**src/rtl/codec_pwr_pkg.sv**
```systemverilog
package codec_pwr_pkg;
    localparam int PWR_W = 8;

    // Bit positions of the power register (software-visible map)
    localparam int B_VREF  = 0;
    localparam int B_MBIAS = 1;
    localparam int B_MIC_L = 2;
    localparam int B_MIC_R = 3;
    localparam int B_ADC_L = 4;
    localparam int B_ADC_R = 5;
    localparam int B_DAC_L = 6;
    localparam int B_DAC_R = 7;

    localparam logic [PWR_W-1:0] ADC_MASK = 8'h30;
    localparam logic [PWR_W-1:0] CLK_MASK = 8'hF0;

    typedef enum logic [1:0] {
        ADC_IDLE  = 2'd0,
        ADC_INIT  = 2'd1,
        ADC_READY = 2'd2
    } adc_state_t;
endpackage

```
**src/rtl/cpm_ctrl_reg.sv**
```systemverilog
module cpm_ctrl_reg
    import codec_pwr_pkg::*;
(
    input  logic             clk,
    input  logic             pdn_n,
    input  logic             wr_en,
    input  logic             wr_sel,
    input  logic [PWR_W-1:0] wr_data,
    output logic [PWR_W-1:0] pwr_q,
    output logic             err_q,
    output logic             adc_start,
    output logic             adc_stop
);
    logic pwr_wr;
    logic bad_bias;
    logic err_clr;

    always_comb begin
        pwr_wr    = wr_en && !wr_sel;
        bad_bias  = (|wr_data[PWR_W-1:1]) && !wr_data[B_VREF];
        err_clr   = wr_en && wr_sel && wr_data[0];
        adc_start = pwr_wr && (|(wr_data & ~pwr_q & ADC_MASK));
        adc_stop  = pwr_wr && !(|(wr_data & ADC_MASK));
    end

    always_ff @(posedge clk or negedge pdn_n) begin
        if (!pdn_n) begin
            pwr_q <= '0;
        end else if (pwr_wr) begin
            pwr_q <= wr_data;
        end
    end

    always_ff @(posedge clk or negedge pdn_n) begin
        if (!pdn_n) begin
            err_q <= 1'b0;
        end else if (pwr_wr && bad_bias) begin
            err_q <= 1'b1;
        end else if (err_clr) begin
            err_q <= 1'b0;
        end
    end


    reg_store_chk: assert property (@(posedge clk) disable iff (!pdn_n)
        pwr_wr |=> (pwr_q == $past(wr_data)));


    bias_err_set_chk: assert property (@(posedge clk) disable iff (!pdn_n)
        (pwr_wr && bad_bias) |=> err_q);


    bias_err_hold_chk: assert property (@(posedge clk) disable iff (!pdn_n)
        (err_q && !err_clr) |=> err_q);
endmodule

```
**src/rtl/cpm_adc_init.sv**
```systemverilog
module cpm_adc_init
    import codec_pwr_pkg::*;
#(
    parameter int INIT_SAMPLES = 1059
) (
    input  logic clk,
    input  logic pdn_n,
    input  logic fs_strobe,
    input  logic adc_start,
    input  logic adc_stop,
    output logic adc_ready
);
    localparam int CNT_W = $clog2(INIT_SAMPLES + 1);
    localparam logic [CNT_W-1:0] LAST = CNT_W'(INIT_SAMPLES - 1);

    adc_state_t       state_q, state_d;
    logic [CNT_W-1:0] cnt_q, cnt_d;

    always_ff @(posedge clk or negedge pdn_n) begin
        if (!pdn_n) begin
            state_q <= ADC_IDLE;
            cnt_q   <= '0;
        end else begin
            state_q <= state_d;
            cnt_q   <= cnt_d;
        end
    end

    always_comb begin
        state_d = state_q;
        cnt_d   = cnt_q;
        if (adc_stop) begin
            state_d = ADC_IDLE;          // STOP
            cnt_d   = '0;
        end else if (adc_start) begin
            state_d = ADC_INIT;          // START
            cnt_d   = '0;
        end else begin
            unique case (state_q)
                ADC_IDLE:  cnt_d = '0;
                ADC_INIT: begin
                    if (fs_strobe) begin
                        if (cnt_q == LAST) begin
                            state_d = ADC_READY; // DONE
                            cnt_d   = '0;
                        end else begin
                            cnt_d = cnt_q + 1'b1;
                        end
                    end
                end
                ADC_READY: cnt_d = '0;
                default: begin
                    state_d = ADC_IDLE;
                    cnt_d   = '0;
                end
            endcase
        end
    end

    always_comb begin
        adc_ready = (state_q == ADC_READY);
    end


    abort_chk: assert property (@(posedge clk) disable iff (!pdn_n)
        adc_stop |=> (state_q == ADC_IDLE));


    restart_chk: assert property (@(posedge clk) disable iff (!pdn_n)
        (adc_start && !adc_stop) |=> (state_q == ADC_INIT && cnt_q == '0));


    cnt_bound_chk: assert property (@(posedge clk) disable iff (!pdn_n)
        (cnt_q <= LAST));
endmodule

```
**src/rtl/cpm_enable_map.sv**
```systemverilog
module cpm_enable_map
    import codec_pwr_pkg::*;
(
    input  logic             pdn_n,
    input  logic [PWR_W-1:0] pwr_q,
    input  logic             adc_ready,
    output logic [PWR_W-1:0] en,
    output logic             valid,
    output logic             clk_need
);
    always_comb begin
        en       = pdn_n ? pwr_q : '0;
        valid    = pdn_n && adc_ready && (|(pwr_q & ADC_MASK));
        clk_need = pdn_n && (|(pwr_q & CLK_MASK));
    end
endmodule

```
**src/rtl/codec_pwr_ctrl.sv**
```systemverilog
module codec_pwr_ctrl
    import codec_pwr_pkg::*;
#(
    parameter int INIT_SAMPLES = 1059
) (
    input  logic             clk,
    input  logic             pdn_n,
    input  logic             wr_en,
    input  logic             wr_sel,
    input  logic [PWR_W-1:0] wr_data,
    input  logic             rd_sel,
    output logic [PWR_W-1:0] rd_data,
    input  logic             fs_strobe,
    output logic             en_vref,
    output logic             mic_bias_oe,
    output logic             en_mic_l,
    output logic             en_mic_r,
    output logic             en_adc_l,
    output logic             en_adc_r,
    output logic             en_dac_l,
    output logic             en_dac_r,
    output logic             adc_valid,
    output logic             clk_req,
    output logic             bias_err
);
    logic [PWR_W-1:0] pwr_q;
    logic [PWR_W-1:0] en;
    logic             err_q;
    logic             adc_start;
    logic             adc_stop;
    logic             adc_ready;

    cpm_ctrl_reg u_reg (
        .clk       (clk),
        .pdn_n     (pdn_n),
        .wr_en     (wr_en),
        .wr_sel    (wr_sel),
        .wr_data   (wr_data),
        .pwr_q     (pwr_q),
        .err_q     (err_q),
        .adc_start (adc_start),
        .adc_stop  (adc_stop)
    );

    cpm_adc_init #(.INIT_SAMPLES(INIT_SAMPLES)) u_init (
        .clk       (clk),
        .pdn_n     (pdn_n),
        .fs_strobe (fs_strobe),
        .adc_start (adc_start),
        .adc_stop  (adc_stop),
        .adc_ready (adc_ready)
    );

    cpm_enable_map u_map (
        .pdn_n     (pdn_n),
        .pwr_q     (pwr_q),
        .adc_ready (adc_ready),
        .en        (en),
        .valid     (adc_valid),
        .clk_need  (clk_req)
    );

    always_comb begin
        en_vref     = en[B_VREF];
        mic_bias_oe = en[B_MBIAS];
        en_mic_l    = en[B_MIC_L];
        en_mic_r    = en[B_MIC_R];
        en_adc_l    = en[B_ADC_L];
        en_adc_r    = en[B_ADC_R];
        en_dac_l    = en[B_DAC_L];
        en_dac_r    = en[B_DAC_R];
        bias_err    = err_q;
        rd_data     = rd_sel ? {{(PWR_W-1){1'b0}}, err_q} : pwr_q;
    end


    always @(posedge clk) begin
        if (!pdn_n) begin
            pdn_off_chk: assert (en == '0 && !adc_valid && !clk_req && rd_data == '0);
        end
    end


    valid_needs_adc_chk: assert property (@(posedge clk) disable iff (!pdn_n)
        adc_valid |-> (en_adc_l || en_adc_r));


    clk_req_chk: assert property (@(posedge clk) disable iff (!pdn_n)
        adc_valid |-> clk_req);
endmodule

```
**config.mk**
```make
export PLATFORM = sky130hd
export DESIGN_NAME = codec_pwr_ctrl
export DESIGN_NICKNAME = d
export VERILOG_FILES = /design/src/rtl/codec_pwr_pkg.sv /design/src/rtl/cpm_ctrl_reg.sv /design/src/rtl/cpm_adc_init.sv /design/src/rtl/cpm_enable_map.sv /design/src/rtl/codec_pwr_ctrl.sv
export SDC_FILE = /design/constraint.sdc
export NUM_CORES = 1
export LEC_CHECK = 0
export BUFFER_PORTS_ARGS = -buffer_cell sky130_fd_sc_hd__clkbuf_2
export CORE_ASPECT_RATIO = 2
export CORE_MARGIN = 1.5
export CORE_UTILIZATION = 45
export CTS_BUF_LIST = sky130_fd_sc_hd__clkbuf_2 sky130_fd_sc_hd__clkbuf_4 sky130_fd_sc_hd__clkbuf_8
export CTS_CLUSTER_SIZE = 8
export DETAILED_ROUTE_END_ITERATION = 8
export PLACE_DENSITY_LB_ADDON = 0.2
export SYNTH_ARGS = -nofsm -noshare
export SYNTH_HDL_FRONTEND = slang
export SYNTH_SLANG_ARGS = --single-unit
```
**constraint.sdc**
```tcl
create_clock -name clk -period 3.2 [get_ports clk]
set_input_delay 0.16 -clock clk [delete_from_list [all_inputs] [get_ports clk]]
set_output_delay 0.16 -clock clk [all_outputs]
set_load 0.05 [all_outputs]
```
# ---- Yosys cells after proc, flatten, opt, wreduce, memory -nomap -nowiden
# Cells that the tools add are included.
dict set report totals {
  ff_bits 22
  latchBits 0
  ramBits 0
  romBits 0
  input_bits 14
  output_inout_bits 19
  word_cells 49
  n_memories 0
}
dict set report op_classes {
  addsub 1
  n_mul 0
  div 0
  n_lt_le_gt_ge 0
  eq_ne 6
  shifts 0
  n_mux 14
  n_bitwise 2
  n_reduce_logical 22
}
# operator n
set ops {}
lappend ops {{2-to-1 mux 11 bit} 5}
lappend ops {{2-to-1 mux 8 bit} 2}
lappend ops {{adder 11 x 1 -> 11 bit, second input constant} 1}
lappend ops {{== test 11 bit, second input constant} 1}
lappend ops {{logical AND 1 bit} 10}
lappend ops {{2-to-1 mux 2 bit} 4}
lappend ops {{OR reduction 2 bit} 4}
lappend ops {{OR reduction 7 bit} 1}
lappend ops {{AND 6 bit} 1}
lappend ops {{inverter 6 bit} 1}
lappend ops {{inequality test 4 x 3 -> 1 bit, second input constant} 1}
lappend ops {{inequality test 4 bit, second input constant} 1}
lappend ops {{case mux 2 bit (2 select lines)} 1}
lappend ops {{OR reduction 4 bit} 1}
lappend ops {{logical NOT 1 bit} 3}
lappend ops {{inequality test 3 x 1 -> 1 bit, second input constant} 1}
lappend ops {{AND reduction 3 bit} 1}
lappend ops {{== test 2 x 1 -> 1 bit, second input constant} 1}
lappend ops {{== test 2 bit, second input constant} 1}
lappend ops {{logical NOT 2 bit} 1}
lappend ops {{2-to-1 mux 1 bit} 2}
lappend ops {{nonzero test 2 bit} 1}

# ---- Longest topological paths before layout
# Gate-level depths: netlist of the first run.
dict set report depth {
  word_depth 6
  depth_mapped 6
  ltp_nobuf 6
}

# ---- Modules after synthesis
# Synthesis of the first run repeated with hierarchy kept, for this count alone.
dict set report hier_totals {
  hier_cells 121
  area_unflattened_um2 1263.7
}
# module n_inst cells_each area_each_um2
set modules_own_cells {}
lappend modules_own_cells {cpm_adc_init 1 74 726.9}
lappend modules_own_cells {cpm_ctrl_reg 1 29 387.9}
lappend modules_own_cells {codec_pwr_ctrl 1 8 76.3}
lappend modules_own_cells {cpm_enable_map 1 10 72.6}

# ---- Worst setup path before layout of the first run
# Ideal clock, no wire load.
dict set report synth_path {
  path_type {reg2reg}
  start {reg u_init.cnt_q[0]}
  end {reg u_init.cnt_q[10]}
  t_arrival_ns 1.520
  required_time_ns 3.122
  path_slack_ns 1.602
  stages_incl_launch_ff 6
  path_buffers 0
  path_cell_list {dfrtp_1 > ha_1 > nand3_1 > or2_2 > or4_1 > a21oi_1}
}
dict set report synth_via {
  elab_chain_cells 6
  word_cells_on_any_way 7
  classes_between {add/sub (1); eq/ne (1); mux (5)}
}
# item line_no
set synth_lines {}
lappend synth_lines {{start: declaration} cpm_adc_init.sv:17} ;# logic [CNT_W-1:0] cnt_q, cnt_d;
lappend synth_lines {{start signal: assignment} cpm_adc_init.sv:25} ;# cnt_q <= cnt_d;
lappend synth_lines {{adder 11 x 1 -> 11 bit / == test 11 bit (equally long branches)} {cpm_adc_init.sv:47, cpm_adc_init.sv:43}}
lappend synth_lines {{2-to-1 mux 11 bit *} cpm_adc_init.sv:43} ;# if (cnt_q == LAST) begin
lappend synth_lines {{2-to-1 mux 11 bit *} cpm_adc_init.sv:42} ;# if (fs_strobe) begin
lappend synth_lines {{2-to-1 mux 11 bit *} cpm_adc_init.sv:39} ;# unique case (state_q)
lappend synth_lines {{2-to-1 mux 11 bit *} cpm_adc_init.sv:35} ;# end else if (adc_start) begin
lappend synth_lines {{2-to-1 mux 11 bit *} cpm_adc_init.sv:32} ;# if (adc_stop) begin
# Every way passes the cells marked *; elsewhere a longest branch is shown, timed or not. The select of a mux whose other input is x is not followed.
# A chain may end at the register's enable or synchronous reset.

# ---- Worst setup path in the final report of the first run
dict set report layout_path {
  start {in pdn_n}
  end {out clk_req}
}
dict set report layout_via {
  elab_chain_cells 1
}
# item line_no
set layout_lines {}
lappend layout_lines {{start: declaration} codec_pwr_ctrl.sv:7} ;# input logic pdn_n,
lappend layout_lines {{logical AND 1 bit} cpm_enable_map.sv:14} ;# clk_need = pdn_n && (|(pwr_q & CLK_MASK));
lappend layout_lines {{end: declaration} codec_pwr_ctrl.sv:23} ;# output logic clk_req,
# No other way between the ends.

==> reports/qor.yml, run 1 <==
cts:
  clk_path_buf_depth: 2
  numCtsBuffers: 3
  clkTransAtPathRegs_ps: 90
  insertion_delay_ps: 270
  clockRootBuffer: "clkbuf_8"
  cts.sinks: 22
  cts_tree: "built"
  h-tree-depth: 1
  ctsResizeCount: 0
cells_and_area:
  fillers: 236
  diodes: 0
  syn_to_final_growth_pct: 21.1
  postLayoutCellArea_mm2: 0.00151
  drive_above_1_share_pct: 23.9
  final_util_pct: 58.1
  fin_nets: 193
outcome:
  outcome: "completed"
critical_path:
  path_class: "input port to output pin"
  r2r_end: "u_init.cnt_q[7]"
  cp-start-kind: "input port"
  ff2ff_path_depth: 5
  rr_startpoint: "u_reg.pwr_q[5]"
  reg2reg_slack_ps: 1370
  critPathMostFrequentCell: "clkbuf_2"
  critPathArrivalTime_ps: 1750
  critical_path.max_fanout: 32
  critical_path.max_stage_delay_ps: 540
  worstPathRequired_ps: 3040
  end_kind: "output pin"
  crit_chain: "dlygate4sd3_1, clkbuf_2, o41a_1, clkbuf_2"
  cp_slowest_cell: "clkbuf_2"
timing:
  tns_ps: 0
  fmax_mhz: 524
  rsz0062_at_grt: "false"
  min_period_over_period_pct: 59.7
  hold_viol: 0
  slew_headroom_pct: 55.1
  worstMarginPinSlew_ps: 673
  setup_ws_ps: 1290
  finClkSkew_ps: 10.8
  finalSetupViolCount: 0
  period_needed_ps: 1910
  report.final.slew_viol_count: 0
route:
  drc: 0
  dr.pass1.iters: 4
  vias_per_cell: 5.76
  first_iter_violations: 17
  vias: 1176
  drtAntennaViolNets: 0
  routed_wl_mm: 2.99
  wl_per_cell_um: 14.6
global_route:
  grt_usage_pct: 22.1
  first_global_vias: 1198
  grt_max_degree: 33
  grt_pass1_wl_mm: 5.02
  antenna_found_initial: 0
  grt_overflow: 0
place:
  portBuffers: 32
  place_ws_ps: 1420
  place_hpwl_mm: 2.28
  gp_congestion: 0.762
  dpl_cell_area_mm2: 0.00143
power_and_ir_drop:
  total_power_uw: 886
  leakage_nw: 0.702
  p_int_uw: 563
  power.density_mw_per_mm2: 586
  pwr-share-seq_pct: 38.0
  swShare_pct: 36.5
  pwr-share-comb_pct: 32.7
  power.switching_uw: 323
  irDropWorstVdd_uv: 398
  clkPwrFrac_pct: 29.2
min_path:
  hp-start: "wr_data[1]"
  whs_path_depth: 3
  hold_class: "input port to flip-flop"
  holdPathEnd: "u_reg.pwr_q[1]"
floorplan:
  start_util_pct: 48.0
  die_w_um: 40.3
  die_y_um: 77.5
  io_pins: 33
  rows: 26
  core_area_mm2: 0.00260
  die_area_mm2: 0.00312
logic_synthesis:
  ys_seq_area_share_pct: 44.1
  netlist_area_mm2: 0.00125
  ys_seq_elements: 22
  synth_nets: 158
  syn_avg_cell_area_um2: 8.79
  synthCells: 142
  yosys_warnings: 0
  yosysUniqueCellTypes: 34
job:
  drv_cap: 0
[cell families after synthesis]
family	count (synthesis)	synth area share, %
AO/OA/AOI/OAI	33	18.6
adder cells (fa/ha/maj)	2	2.00
buffers and inverters	7	2.20
flip-flops	22	44.1
multiplexers	1	0.902
AND/OR/NAND/NOR	77	32.2
[cells in the mapped netlist]
| library cell | instances | share of area, % |
|---|---|---|
| nand2_1 | 32 | 9.6 |
| dfrtp_1 | 22 | 44 |
| nor2b_1 | 10 | 5.0 |
| o21ai_0 | 10 | 4.0 |
| a21oi_1 | 9 | 3.6 |
| and2_1 | 9 | 4.5 |
| nand3_1 | 6 | 2.4 |
| or3_1 | 6 | 3.0 |
| inv_1 | 4 | 1.2 |
| o31ai_1 | 4 | 2.4 |
| clkbuf_1 | 2 | 0.60 |
| ha_1 | 2 | 2.0 |
| nand4_1 | 2 | 1.0 |
| nor4_1 | 2 | 1.0 |
| or2b_1 | 2 | 1.2 |
| or4_1 | 2 | 1.2 |
| a21bo_2 | 1 | 0.80 |
| a21oi_4 | 1 | 1.3 |
| a31oi_1 | 1 | 0.50 |
| buf_2 | 1 | 0.40 |
| mux2_2 | 1 | 0.90 |
| nand2b_1 | 1 | 0.50 |
| nor2_1 | 1 | 0.30 |
| nor3_1 | 1 | 0.40 |
| nor4b_1 | 1 | 0.70 |
| o2111ai_2 | 1 | 1.2 |
| o211a_1 | 1 | 0.80 |
| o211ai_1 | 1 | 0.60 |
| o21bai_1 | 1 | 0.60 |
| o2bb2ai_1 | 1 | 0.70 |
| o2bb2ai_2 | 1 | 1.2 |
| o41a_1 | 1 | 0.90 |
| or2_2 | 1 | 0.50 |
| or4b_1 | 1 | 0.80 |
[worst max path at each step]
stage / end / slack, ps / start / depth (start not counted)
finish: clk_req / 1290 / pdn_n / 4
global route: clk_req / 1080 / pdn_n / 4
CTS: clk_req / 1250 / pdn_n / 4
detailed placement: u_init.cnt_q[9] / 1420 / u_reg.pwr_q[4] / 5
global placement: u_init.cnt_q[9] / 1480 / u_reg.pwr_q[5] / 5
floorplan: u_init.cnt_q[10] / 1600 / u_init.cnt_q[0] / 5
[registers in the layout, summed over array words and instances (netlist names)]
| signal | flops |
|---|---|
| u_init.cnt_q | 11 |
| u_init.state_q | 2 |
| u_reg.err_q | 1 |
| u_reg.pwr_q | 8 |
[cells in the final DEF (no fill, tap or decap)]
master / instances
o41a_1: 1
o211a_1: 1
o2111ai_2: 1
ha_1: 2
clkbuf_8: 3
bufinv_16: 1
a21oi_4: 1
or3_1: 6
or4b_1: 1
or2b_1: 2
nand2_1: 32
dfrtp_1: 22
nand2b_1: 1
o21bai_1: 1
nand4_1: 2
a21bo_2: 1
o21ai_0: 10
nand3_1: 6
o31ai_1: 4
o211ai_1: 1
or2_2: 1
nor3_1: 1
a21oi_1: 9
o2bb2ai_1: 1
nor4_1: 2
inv_1: 4
clkbuf_2: 32
mux2_2: 1
a31oi_1: 1
and2_1: 9
nor4b_1: 1
dlygate4sd3_1: 1
or4_1: 2
nor2_1: 1
o2bb2ai_2: 1
nor2b_1: 10
[metrics by stage]
stage / hold WS, ps / std cells
final: 97.9 / 204
after global routing: 109 / 204
after CTS: 97.8 / 204
after detailed placement: 225 / 199
after global placement: 217 / 199
after floorplan: -136 / 142
[layer usage]
metal	wire, um	vias to the layer above	global-route usage [%]
li1	-	572	-
met1	1150	561	22.6
met2	1650	33	39.5
met3	84	10	2.29
met4	106	0	11.7
met5	0	-	0
[cell type report]
cell class	count	area [um2]	area share, %
multi-input combinational	113	671	44.3
sequential	22	551	36.4
timing repair buffer	33	170	11.2
clock buffer	3	41.3	2.73
tap	28	35.0	2.32
clock inverter	1	30.0	1.99
inverter	4	15.0	0.993
[critical path: cells and delay by family]
| kind | cells | cell delay, ps |
|---|---|---|
| buffers and inverters | 3 | 1330 |
| AO/OA/AOI/OAI | 1 | 250 |
[timing repair]
| action | 4_1_cts | 5_1_grt |
|---|---|---|
| endpoints found under the hold margin | 22 | 0 |
| setup endpoints to repair | 0 | 0 |
| hold buffers | 1 | 0 |
| setup buffers | 0 | 0 |
[power groups by stage]
stage                     Clock [mW]  Combinational, mW  Sequential, mW
after detailed placement           0              0.287           0.342
after global placement             0              0.286           0.340
after global routing           0.271              0.315           0.343
final                          0.259              0.290           0.337
after CTS                      0.262              0.291           0.337
after floorplan                    0              0.213           0.339
Power figures use the tool's default switching activity.
==> run 2: changes to the inputs <==
- clock period: 3.2 -> 1.6 ns (I/O delays scaled with it)
==> run 2 against run 1 <==
  * The flow now finishes with violations (negative setup slack)
  * Global-route usage increased by 3.2 points
  * Clock skew decreased by 9.9 ps
  * Register-to-register slack got worse by 1400 ps
  * Largest cell class unchanged
==> reports/qor.yml, run 2 (same netlist as run 1, synthesis figures left out) <==
power_and_ir_drop:
  power.switching_uw: 752  # was 323 uW
  clkPwrFrac_pct: 25.7  # was 29.2%
  pwr-share-seq_pct: 32.5  # was 38.0%
  leakage_nw: 0.861  # was 0.702 nW
  pwr-share-comb_pct: 41.7  # was 32.7%
  irDropWorstVdd_uv: 646  # was 398 uV
  power.density_mw_per_mm2: 1130  # was 586 mW/mm2
  swShare_pct: 36.6  # was 36.5%
  p_int_mw: 1.30  # was 563 uW
cts:
  cts.sinks: 22  # unchanged
  clk_path_buf_depth: 2  # unchanged
  h-tree-depth: 1  # unchanged
  clkTransAtPathRegs_ps: 80  # was 90 ps
  cts_tree: "built"  # unchanged
  insertion_delay_ps: 260  # was 270 ps
  numCtsBuffers: 3  # unchanged
  clockRootBuffer: "clkbuf_8"  # unchanged
critical_path:
  worstPathRequired_ps: 1750  # was 3040 ps
  r2r_end: "u_init.cnt_q[6]"  # was u_init.cnt_q[7]
  critical_path.max_fanout: 7  # was 32
  reg2reg_slack_ps: -70  # was 1370 ps
  cp-start-kind: "flip-flop"  # was input port
  end_kind: "flip-flop"  # was output pin
  critPathArrivalTime_ps: 1820  # was 1750 ps
  rr_startpoint: "u_reg.pwr_q[5]"  # unchanged
  ff2ff_path_depth: 7  # was 5
  path_class: "flip-flop to flip-flop"  # was input port to output pin
floorplan:
  die_area_mm2: 0.00312  # unchanged
  die_w_um: 40.3  # unchanged
  io_pins: 33  # unchanged
  rows: 26  # unchanged
  core_area_mm2: 0.00260  # unchanged
  start_util_pct: 48.0  # unchanged
  die_y_um: 77.5  # unchanged
timing:
  worstMarginPinSlew_ps: 576  # was 673 ps
  min_period_over_period_pct: 104
  setup_ws_ps: -68.7  # was 1290 ps
  fmax_mhz: 599
  period_needed_ps: 1670
  slew_headroom_pct: 61.5  # was 55.1%
  fin_hold_ws_ps: 18.4  # was 97.9 ps
  report.final.slew_viol_count: 0  # unchanged
  hold_viol: 0  # unchanged
  finClkSkew_ps: 0.962  # was 10.8 ps
  finalSetupViolCount: 8  # was 0
  tns_ps: -390  # was 0 ps
  rsz0062_at_grt: "true"  # was false
global_route:
  grt_usage_pct: 25.3  # was 22.1%
  grt_overflow: 0  # unchanged
  antenna_found_initial: 0  # unchanged
  first_global_vias: 1323  # was 1198
  grt_max_degree: 21  # was 33
  grt_pass1_wl_mm: 5.54  # was 5.02 mm
cells_and_area:
  largest_register_ffs: 11  # unchanged
  fillers: 204  # was 236
  drive_above_1_share_pct: 42.2  # was 23.9%
  layout_common_cells: "nand2_1, clkbuf_2, buf_4"  # was nand2_1, clkbuf_2, dfrtp_1
  mostFrequentLayoutCell: "nand2_1"
  syn_to_final_growth_pct: 46.3  # was 21.1%
  top_regs: "u_init.cnt_q: 11 flops, u_reg.pwr_q: 8 flops, u_init.state_q: 2 flops"  # unchanged
  top_register: "u_init.cnt_q"  # unchanged
  fin_nets: 221  # was 193
  diodes: 0  # unchanged
route:
  vias: 1318  # was 1176
  wl_per_cell_um: 16.6  # was 14.6 um
  vias_per_cell: 5.68  # was 5.76
  drc: 0  # unchanged
  dr.pass1.iters: 4  # unchanged
  first_iter_violations: 31  # was 17
  drtAntennaViolNets: 0  # unchanged
  routed_wl_mm: 3.84  # was 2.99 mm
place:
  gp_congestion: 0.850  # was 0.762
  place_hpwl_mm: 2.68  # was 2.28 mm
  portBuffers: 32  # unchanged
outcome:
  violations: "negative setup slack"
  outcome: "finished with violations"  # was completed
min_path:
  holdPathEnd: "u_reg.pwr_q[2]"  # was u_reg.pwr_q[1]
  hp-start: "wr_data[2]"  # was wr_data[1]
  whs_path_depth: 3  # unchanged
  hold_class: "input port to flip-flop"  # unchanged
job:
  drv_cap: 0  # unchanged
run 2: how the worst max path moves through the flow:
stage	to	slack, ps	startpoint
after global placement	u_init.cnt_q[10]	30	u_init.cnt_q[0]
after global routing	u_init.cnt_q[3]	-150	u_reg.pwr_q[5]
after CTS	u_init.cnt_q[7]	-40	u_reg.pwr_q[4]
after detailed placement	u_init.cnt_q[6]	-30	u_init.cnt_q[1]
final	u_init.cnt_q[6]	-70	u_reg.pwr_q[5]
after floorplan	u_init.cnt_q[10]	2	u_init.cnt_q[0]
run 2: final cells by class:
type                       instances  area (um2)  area share [%]
sequential                        22         551            30.1
tap                               28        35.0            1.92
clock buffer                       3        41.3            2.26
clock inverter                     1        30.0            1.64
multi-input combinational        113         768            42.1
inverter                           4        15.0           0.822
timing repair buffer              61         387            21.2
run 2: what timing repair did:
item	CTS	global route
pin swaps	9	7
endpoints found under the hold margin	8	0
gates resized for setup	6	19
setup buffers	2	5
setup endpoints to repair	7	15
hold buffers	1	0
cloned	0	0
run 2: metrics by stage:
stage	std cells	area, um2	utilization (%)	power (mW)	setup slack [ps]
2_1_floorplan	142	1250	-	1.11	2.48
3_3_place_gp	220	1590	61.1	1.35	34.9
3_5_place_dp	220	1590	61.1	1.37	-31.5
4_1_cts	227	1710	65.5	1.92	-40.2
5_1_grt	232	1830	70.2	2.15	-147
6_report	232	1830	70.2	2.06	-68.7
run 2: metal layers:
| layer | share of wire, % | track usage, % |
|---|---|---|
| met1 | 35 | 23.1 |
| met2 | 58 | 47.1 |
| met3 | 3.1 | 2.57 |
| met4 | 3.1 | 14.3 |
| met5 | 0 | 0 |
run 2: worst max-delay path: stages, from the launching register on:
cell and delay (ps):
dfrtp_1 400, or2b_1 280, o2111ai_4 140, a21oi_4 120
buf_4 160, buf_4 140, o21ai_0 230, a21oi_2 100
run 2: power groups by stage:
stage / sequential [mW] / combinational (mW) / clock (mW)
finish: 0.669 / 0.858 / 0.529
floorplan: 0.679 / 0.426 / 0
global placement: 0.668 / 0.684 / 0
CTS: 0.662 / 0.725 / 0.532
global route: 0.677 / 0.912 / 0.557
detailed placement: 0.671 / 0.699 / 0
==> run 3: changes to the inputs <==
- ABC_AREA: unset -> 1
- CAP_MARGIN: unset -> 0
- SLEW_MARGIN: unset -> 20
==> run 3 against run 2 <==
  * The flow now finishes without violations
  * Via count fell by 3.7%
  * Synthesized cell count up 33%
  * Clock skew grew 1.1 ps
  * Critical endpoint is now en_mic_l
==> reports/qor.yml, run 3 <==
logic_synthesis:
  dominantRegCellSynth: "dfrtp_1"  # unchanged
  ys_seq_area_share_pct: 38.7  # was 44.1%
  yosysTopAreaCellShare_pct: 38.7  # was 44.1%
  netlist_area_mm2: 0.00142  # was 0.00125 mm2
  ys_seq_elements: 22  # unchanged
  synthArstFlopShare_pct: 100  # unchanged
  yosysMostFrequentCell: "nand2_1"  # unchanged
  synth.area.top_cells: "dfrtp_1, nand2_1, inv_1"  # was dfrtp_1, nand2_1, nor2b_1
  yosysUniqueCellTypes: 27  # was 34
  synthCells: 189  # was 142
  synth_top_area_cell: "dfrtp_1"  # unchanged
  synthTopCellsByCount: "nand2_1, inv_1, nor2_1, dfrtp_1"  # was nand2_1, dfrtp_1, nor2b_1, o21ai_0
  syn_avg_cell_area_um2: 7.52  # was 8.79 um2
  synth_nets: 205  # was 158
  yosys_warnings: 0  # unchanged
  synth_enable_flop_cells: 0  # unchanged
cells_and_area:
  largest_register_ffs: 11  # unchanged
  diodes: 0  # unchanged
  ff_latch_area_um2: 551  # unchanged
  layout_common_cells: "nand2_1, clkbuf_2, inv_1"  # was nand2_1, clkbuf_2, buf_4
  fillers: 294  # was 204
  syn_to_final_growth_pct: 17.8  # was 46.3%
  multi_input_area_um2: 728  # was 768 um2
  top_register: "u_init.cnt_q"  # unchanged
  final_cell_count_no_fill: 255  # was 232
  top_regs: "u_init.cnt_q: 11 flops, u_reg.pwr_q: 8 flops, u_init.state_q: 2 flops"  # unchanged
  mostFrequentLayoutCell: "nand2_1"  # unchanged
  fin_nets: 243  # was 221
  drive_above_1_share_pct: 30.2  # was 42.2%
  postLayoutCellArea_mm2: 0.00167  # was 0.00183 mm2
  final_util_pct: 56.2  # was 70.2%
timing:
  finClkSkew_ps: 2.02  # was 0.962 ps
  worstMarginPinSlew_ps: 271  # was 576 ps
  finalSetupViolCount: 0  # was 8
  slew_headroom_pct: 81.8  # was 61.5%
  rsz0062_at_grt: "false"  # was true
  hold_viol: 0  # unchanged
  period_needed_ps: 1490  # was 1670 ps
  fmax_mhz: 673  # was 599 MHz
  tns_ps: 0  # was -390 ps
  setup_ws_ps: 114  # was -68.7 ps
  report.final.slew_viol_count: 0  # unchanged
  min_period_over_period_pct: 92.9  # was 104%
  fin_hold_ws_ps: 46.9  # was 18.4 ps
critical_path:
  cp_slowest_cell: "dlygate4sd3_1"  # was dfrtp_1
  critPathArrivalTime_ps: 1410  # was 1820 ps
  critical_path.max_fanout: 12  # was 7
  critical-path-top-delay-family: "buffers and inverters"  # was compound AO/OA/AOI/OAI gates
  path_class: "input port to output pin"  # was flip-flop to flip-flop
  cp-start-kind: "input port"  # was flip-flop
  end_kind: "output pin"  # was flip-flop
  critical_path.max_stage_delay_ps: 530  # was 400 ps
  critical_path_buf_inv_count: 5  # was 2
  crit_chain: "dlygate4sd3_1, buf_2, buf_4, nand2_1, inv_1, clkbuf_2"  # was or2b_1, o2111ai_4, a21oi_4, buf_4, buf_4, o21ai_0, a21oi_2
  worstPathRequired_ps: 1520  # was 1750 ps
power_and_ir_drop:
  leakage_nw: 0.883  # was 0.861 nW
  power.density_mw_per_mm2: 911  # was 1130 mW/mm2
  irDropWorstVdd_uv: 639  # was 646 uV
  total_power_mw: 1.53  # was 2.06 mW
route:
  drc: 0  # unchanged
  wl_per_cell_um: 12.5  # was 16.6 um
  vias_per_cell: 4.98  # was 5.68
  first_iter_violations: 9  # was 31
  drtAntennaViolNets: 0  # unchanged
  vias: 1269  # was 1318
  dr.pass1.iters: 4  # unchanged
  routed_wl_mm: 3.19  # was 3.84 mm
floorplan:
  die_area_mm2: 0.00353  # was 0.00312 mm2
  die_w_um: 42.7  # was 40.3 um
  io_pins: 33  # unchanged
  core_area_mm2: 0.00298  # was 0.00260 mm2
  rows: 28  # was 26
  start_util_pct: 47.7  # was 48.0%
  die_y_um: 82.5  # was 77.5 um
cts:
  clkTransAtPathRegs_ps: 80  # about the same
  insertion_delay_ps: 250  # was 260 ps
  h-tree-depth: 1  # unchanged
  clockRootBuffer: "clkbuf_8"  # unchanged
  numCtsBuffers: 3  # unchanged
  cts_tree: "built"  # unchanged
  cts.sinks: 22  # unchanged
  clk_path_buf_depth: 2  # unchanged
global_route:
  antenna_found_initial: 0  # unchanged
  grt_usage_pct: 20.5  # was 25.3%
  grt_overflow: 0  # unchanged
  grt_pass1_wl_mm: 5.42  # was 5.54 mm
  grt_max_degree: 18  # was 21
  first_global_vias: 1240  # was 1323
place:
  gp_congestion: 0.839  # was 0.850
  dp.cells: 251  # was 220
  portBuffers: 32  # unchanged
  place_ws_ps: 127  # was -31.5 ps
  dpl_cell_area_mm2: 0.00162  # was 0.00159 mm2
  place_hpwl_mm: 2.69  # was 2.68 mm
outcome:
  outcome: "completed"  # was finished with violations
min_path:
  hold_class: "input port to flip-flop"  # unchanged
job:
  drv_cap: 0  # unchanged
run 3: final timing paths:
kind,startpoint,end,slack [ps],cells after the start
min,wr_data[6],u_reg.pwr_q[6],50,3
max,pdn_n,en_mic_l,110,6
max reg2reg,u_init.cnt_q[0],u_init.state_q[0],130,7
min reg2reg,u_reg.pwr_q[0],u_reg.pwr_q[0],540,2
min in group asynchronous,pdn_n,u_reg.pwr_q[7],220,2
max in group asynchronous,pdn_n,u_init.cnt_q[10],990,3
run 3: cell families (layout without fill, tap and decap cells):
kind of cell             after synthesis  after routing  synth area share (%)
flip-flops                            22             22                  38.7
AND/OR/NAND/NOR                      104            104                  37.4
adder cells (fa/ha/maj)                2              2                  1.76
AO/OA/AOI/OAI                         26             26                  12.1
buffers and inverters                 35             71                  10.0
run 3: where the power goes:
part	total (mW)	switching (mW)	leakage, nW	internal, mW
clock network	0.337	0.169	0.0216	0.168
logic	0.533	0.391	0.573	0.141
registers	0.656	0.0473	0.289	0.608
run 3: worst register-to-register path: stages (launching register included):
cell     delay (ps)
dfrtp_1         440
inv_1           150
ha_1            170
nand4_1         110
nor2_2          230
a21oi_4         120
inv_1           100
nand2_1          50
run 3: per-layer routing:
layer / global-route usage (%) / vias up / part of all wire (%)
li1: - / 657 / -
met1: 19.7 / 584 / 36
met2: 42.1 / 24 / 60
met3: 2.17 / 4 / 1.9
met4: 8.13 / 0 / 1.6
met5: 0 / - / 0
run 3: area by class of cell:
type	instances	share of cell area, %
clock buffers	3	2.47
well taps	30	2.24
multi-input cells	132	43.5
inverters	31	6.95
flip-flops and latches	22	32.9
repair buffers	37	12.0
run 3: what timing repair did:
item                                    CTS  global route
endpoints found under the setup margin    0             2
buffers inserted                          0             0
hold buffers                              1             0
endpoints found under the hold margin    22             0
resized for setup                         0             1
